File: src/rtl/fbyte_prog.sv
module fbyte_prog #(
  parameter int AW        = 8,
  parameter int DW        = 8,
  parameter logic [7:0] A_TGT  = 8'h70,
  parameter logic [7:0] A_DAT  = 8'h6F,
  parameter logic [7:0] A_CMD  = 8'h71,
  parameter logic [7:0] CMD_GO = 8'h0F,
  parameter logic [DW-1:0] ERASED = '1
) (
  input  logic          clk,
  input  logic          rst_n,
  input  logic          reg_we,
  input  logic [7:0]    reg_addr,
  input  logic [DW-1:0] reg_wdata,
  output logic [DW-1:0] reg_rdata,
  output logic          busy,
  output logic          done,
  input  logic [AW-1:0] mem_raddr,
  output logic [DW-1:0] mem_rdata
);
  localparam int DEPTH = 1 << AW;

  typedef enum logic [1:0] {S_IDLE, S_READ, S_WRITE} st_t;

  st_t           st;
  logic [AW-1:0] tgt;
  logic [DW-1:0] dat;
  logic [DW-1:0] merged;
  logic [DW-1:0] mem [DEPTH];

  wire idle   = (st == S_IDLE);
  wire go     = reg_we && idle && reg_addr == A_CMD && reg_wdata == CMD_GO;
  wire tgt_we = reg_we && idle && reg_addr == A_TGT;
  wire dat_we = reg_we && idle && reg_addr == A_DAT;
  wire wr_en  = (st == S_WRITE);

  assign busy = !idle;

  always_comb begin
    if (reg_addr == A_TGT)      reg_rdata = DW'(tgt);
    else if (reg_addr == A_DAT) reg_rdata = dat;
    else                        reg_rdata = '0;
  end

  always_ff @(posedge clk) begin
    if (!rst_n) begin
      st     <= S_IDLE;
      tgt    <= '0;
      dat    <= '0;
      merged <= '0;
      done   <= 1'b0;
    end else begin
      done <= wr_en;
      if (tgt_we) tgt <= reg_wdata[AW-1:0];
      if (dat_we) dat <= reg_wdata;
      case (st)
        S_IDLE:  if (go) st <= S_READ;
        S_READ:  begin merged <= mem[tgt] & dat; st <= S_WRITE; end
        default: st <= S_IDLE;
      endcase
    end
  end

  always_ff @(posedge clk) begin
    if (!rst_n) begin
      for (int i = 0; i < DEPTH; i++) mem[i] <= ERASED;
      mem_rdata <= ERASED;
    end else begin
      mem_rdata <= mem[mem_raddr];
      if (wr_en) mem[tgt] <= merged;
    end
  end

  AST_NO_BIT_SET: assert property (@(posedge clk) disable iff (!rst_n)
    wr_en |-> ((merged & ~mem[tgt]) == '0));

  AST_BUSY_RISE: assert property (@(posedge clk) disable iff (!rst_n)
    go |=> busy);

  AST_BUSY_TWO: assert property (@(posedge clk) disable iff (!rst_n)
    $rose(busy) |=> busy);

  AST_BUSY_END: assert property (@(posedge clk) disable iff (!rst_n)
    (busy && $past(busy)) |=> !busy);

  AST_DONE_PULSE: assert property (@(posedge clk) disable iff (!rst_n)
    done |=> !done);

  AST_DONE_AFTER: assert property (@(posedge clk) disable iff (!rst_n)
    done |-> (!busy && $past(busy)));

  AST_TGT_FROZEN: assert property (@(posedge clk) disable iff (!rst_n)
    busy |=> $stable(tgt));

  AST_DAT_FROZEN: assert property (@(posedge clk) disable iff (!rst_n)
    busy |=> $stable(dat));
endmodule

File: config.mk
export PLATFORM = sky130hd
export DESIGN_NAME = fbyte_prog
export DESIGN_NICKNAME = d
export VERILOG_FILES = /design/src/rtl/fbyte_prog.sv
export SDC_FILE = /design/constraint.sdc
export NUM_CORES = 2
export LEC_CHECK = 0
export BUFFER_PORTS_ARGS = -buffer_cell sky130_fd_sc_hd__buf_2
export CORE_MARGIN = 5
export CORE_UTILIZATION = 55
export DETAILED_ROUTE_END_ITERATION = 16
export GPL_ROUTABILITY_DRIVEN = 0
export PLACE_DENSITY = 0.81
export SYNTH_ARGS = -nofsm -noshare
export SYNTH_HDL_FRONTEND = slang
export SYNTH_SLANG_ARGS = --single-unit
File: constraint.sdc
create_clock -name clk -period 8.05 [get_ports clk]
set_clock_uncertainty 0.2 [all_clocks]
set_input_delay 1.61 -clock clk [delete_from_list [all_inputs] [get_ports clk]]
set_output_delay 1.61 -clock clk [all_outputs]
set_load 0.005 [all_outputs]
==> impl_summary.txt <==
----------------------------------------------------
[Timing]
  Share of the clock period used by the worst path ... around two thirds
  Post-layout min period ... around 5.3 ns
  RSZ-0062 raised after global routing ... false
  Setup TNS ... 0 ns
  Final number of setup-violating endpoints ... 0
  Final-report max-slew violation count ... 1
  Worst Tran Pin Value ... around 1.6 ns
  Final number of hold-violating endpoints ... 0
  Max Clk Rate ... between 150 and 200 MHz
  Headroom to the max-slew limit ... -3.598%
  Worst setup slack after layout ... 2.748 ns

[CTS]
  Number of buffers inserted to repair setup after CTS ... 0
  Number of buffers created by CTS ... slightly above 200
  Clock tree sinks ... about 2100
  Insertion delay to the later sink of the worst-skew pair ... 0.90 ns
  Library cell used as clock root buffer ... sky130_fd_sc_hd__clkbuf_16
  Clock tree from TritonCTS ... done
  Maximum root-to-sink buffer count ... 3
  Number of H-tree branching levels ... 4
  CTS clk-pin slew, worst paths ... around 0.060 ns
  Number of gates resized after CTS ... 0
  Number of hold-repair buffers added at the cts stage ... 0

[Logic synthesis]
  Unique cell type count in the Yosys netlist ... 56
  Main area contributors after synthesis ... sky130_fd_sc_hd__edfxtp_1 (55%), sky130_fd_sc_hd__mux4_2 (21%), sky130_fd_sc_hd__or3_1 (11%), sky130_fd_sc_hd__clkbuf_1 (2.9%), sky130_fd_sc_hd__mux2i_1 (2.4%)
  Most area-hungry cell type in the Yosys netlist ... sky130_fd_sc_hd__edfxtp_1
  Number of synthesized flops with an enable pin ... just over 2000
  #FFs+latches synth ... 2091
  Synthesized net count ... approximately 7700
  Post-synth top area share ... approximately 55%
  Post-Synthesis Cells ... between 7000 and 8000
  Mapped Area ... 112700 um2
  Yosys warning count ... 0
  Sequential-to-total area share from yosys stat ... a little under three fifths
  Fraction of synthesis flops using an asynchronous set or reset pin ... 0%
  Top_reg_cell synth ... sky130_fd_sc_hd__edfxtp_1
  Post-synthesis average cell area ... ~15 um2

[Setup path]
  Classification of the worst setup path ... reg2reg
  Worst reg-to-reg setup slack ... about 2.7 ns
  Data required time at the worst endpoint ... around 8.7 ns
  R2R cell count ... 9
  Kind of start point of the critical path ... register
  Maximum fanout count along the critical path ... 40
  Crit path DAT ... 5.94 ns
  Type of element capturing the critical path ... register
  Worst reg2reg endpoint ... merged[7]$_SDFFE_PN0N_

[Status]
  Failing checks ... max-capacitance violations, max-slew violations
  Outcome ... finished with violations

[Global route]
  Initial antenna violation count ... 27
  Leftover overflow at the end of global routing ... 0
  Number of global-route vias before repair ... around 74000
  Wire length of the first global-routing pass ... just over 500 mm
  Maximum number of pins on one net before global-route repair ... between 200 and 250
  Total global routing track utilization ... 32.36%

[Routing]
  Overall routed net length ... approximately 350 mm
  Number of DRC violations after detailed-routing iteration 0 ... around 14000
  Vias ... ~77000
  Final antenna-violating net count ... 0
  Remaining DRCs ... 0
  1st-pass router iterations ... 7
  Average detailed-routed wire length per instance ... 35.15 um
  Average vias per placed instance ... around 7.6

[Placed design]
  Worst slack at placement ... 1.963 ns
  HPWL Detailed ... 218.2 mm
  Number of I/O port buffers ... 44

[Power and ir drop]
  Leakage power figure ... approximately 31 nW
  Power density over cell area ... 191.4 nW/um2
  Maximum vdd drop ... between 0.2 and 0.25 mV

[Flow run]
  Max-cap violations ... 2

[Hold path]
  End of the worst hold path ... dat[4]$_SDFFE_PN0P_
  Hold WC Path Type ... reg2reg
  Count of cells along the worst hold path ... 2
  Launch instance of the worst min-delay path ... dat[4]$_SDFFE_PN0P_

[Finish]
  Synthesis-to-finish area growth ... 7.835%
  Top library cells by usage in the layout, fill and taps aside ... sky130_fd_sc_hd__edfxtp_1 (2048), sky130_fd_sc_hd__or3_1 (2007), sky130_fd_sc_hd__mux4_2 (1056), sky130_fd_sc_hd__o21ai_0 (278), sky130_fd_sc_hd__mux2i_1 (273)
  Layout net count ... 7193
  Share of post-route cells with drive strength above 1 ... 24.32%
  Most frequent standard cell in the layout excluding fill and tap cells ... sky130_fd_sc_hd__edfxtp_1

[Die]
  Placeable Area ... roughly 200000 um2
  Die Width ... around 460 um
  Number of top-level pins ... 45
  Row count ... 166
  Effective utilization at floorplan ... between 50% and 60%
  Die outline height ... around 460 um
  Die area ... ~210000 um2

----------------------------------------------------
-- cells by family (layout without fill, tap and decap cells) --
kind of cell,count (synthesis),count (layout),share of synthesized area [%]
flops,2091,2091,55.32
compound gates,725,725,4.057
mux,1337,1337,23.60
buf+inv,1091,731,3.967
simple gates,2457,2457,13.06
other cells,0,10,0
-- power breakdown --
| group | switching [mW] | internal (mW) |
|---|---|---|
| Clock | 4.33 | 5.39 |
| Sequential | 0.158 | 12.2 |
| Combinational | 0.741 | 0.499 |
| Total | 5.23 | 18.0 |
-- flip-flops by register name (all words and copies together) (netlist names), named ones only --
signal,flops
dat,8
merged,8
mem,2048
tgt,8
done,1
mem_rdata,8
st,2
-- metal layers --
layer  vias to the layer above  GRT usage, %  share of wire [%]
li1                      30210             -                  -
met1                     37890         40.32                 30
met2                      7119         49.72                 46
met3                      1418         9.861                 15
met4                        14         20.61                8.4
met5                         -        0.1783              0.039
-- cell type report --
type	count	area, um2
fillers	14400	82810
clock inverters	139	1373
flip-flops and latches	2091	62410
clock buffers	243	5294
repair buffers	344	2890
diodes	10	25.02
well taps	2688	3363
inverters	5	21.27
multi-input cells	4519	46200
-- per-stage QoR --
stage | cell area (um2) | util [%] | std cells | hold slack [ns] | power (mW)
after floorplan | 112700 | - | 7701 | 0.3001 | 13.24
after global placement | 114800 | 56.18 | 9641 | 0.3659 | 13.67
after detailed placement | 114800 | 56.19 | 9644 | 0.3806 | 13.72
after CTS | 121500 | 59.45 | 10030 | 0.3906 | 23.18
after global routing | 121500 | 59.47 | 10030 | 0.4069 | 23.74
final | 121600 | 59.48 | 10040 | 0.3920 | 23.27
-- synthesized netlist by cell type (all sizes together), types with 5 or more instances --
master and number:
mux2i 273, o221ai 86, nand4 12, and3 6
nand2 97, and2 12, o2111ai 8, nand3 33
nand3b 7, nor2 145, buf 208, dfxtp 43
inv 5, mux4 1056, a21oi 90, or2 33
clkbuf 878, o31a 9, nand2b 34, nor3 31
a2111oi 9, a22oi 50, edfxtp 2048, or3 2007
o311ai 8, o21ai 314, a221oi 18, o22ai 61
nor2b 29, o41ai 11, o211ai 8, a22o 23
a31oi 8, mux2 8
-- how the worst max path moves through the flow --
stage | slack [ns] | from | cells past startpoint | end
2_1_floorplan | 3.40 | reg_addr[1] | 3 | reg_rdata[0]
3_3_place_gp | 1.88 | rst_n | 5 | mem[201][6]$_SDFFCE_PN1P_
3_5_place_dp | 1.96 | rst_n | 6 | mem[233][4]$_SDFFCE_PN1P_
4_1_cts | 2.88 | rst_n | 6 | mem[233][0]$_SDFFCE_PN1P_
5_1_grt | 2.70 | rst_n | 6 | mem[145][3]$_SDFFCE_PN1P_
6_report | 2.75 | register | 9 | merged[7]$_SDFFE_PN0N_
-- critical path: stages (launching register included) --
cell	delay [ns]
sky130_fd_sc_hd__dfxtp_4	0.98
sky130_fd_sc_hd__inv_4	0.49
sky130_fd_sc_hd__buf_4	0.49
sky130_fd_sc_hd__nor2_2	0.16
sky130_fd_sc_hd__buf_4	0.48
sky130_fd_sc_hd__a22oi_1	0.13
sky130_fd_sc_hd__a21oi_1	1.17
sky130_fd_sc_hd__nor4_1	0.08
sky130_fd_sc_hd__a21oi_1	0.64
sky130_fd_sc_hd__a32o_1	0.26
Power figures use the tool's default switching activity.
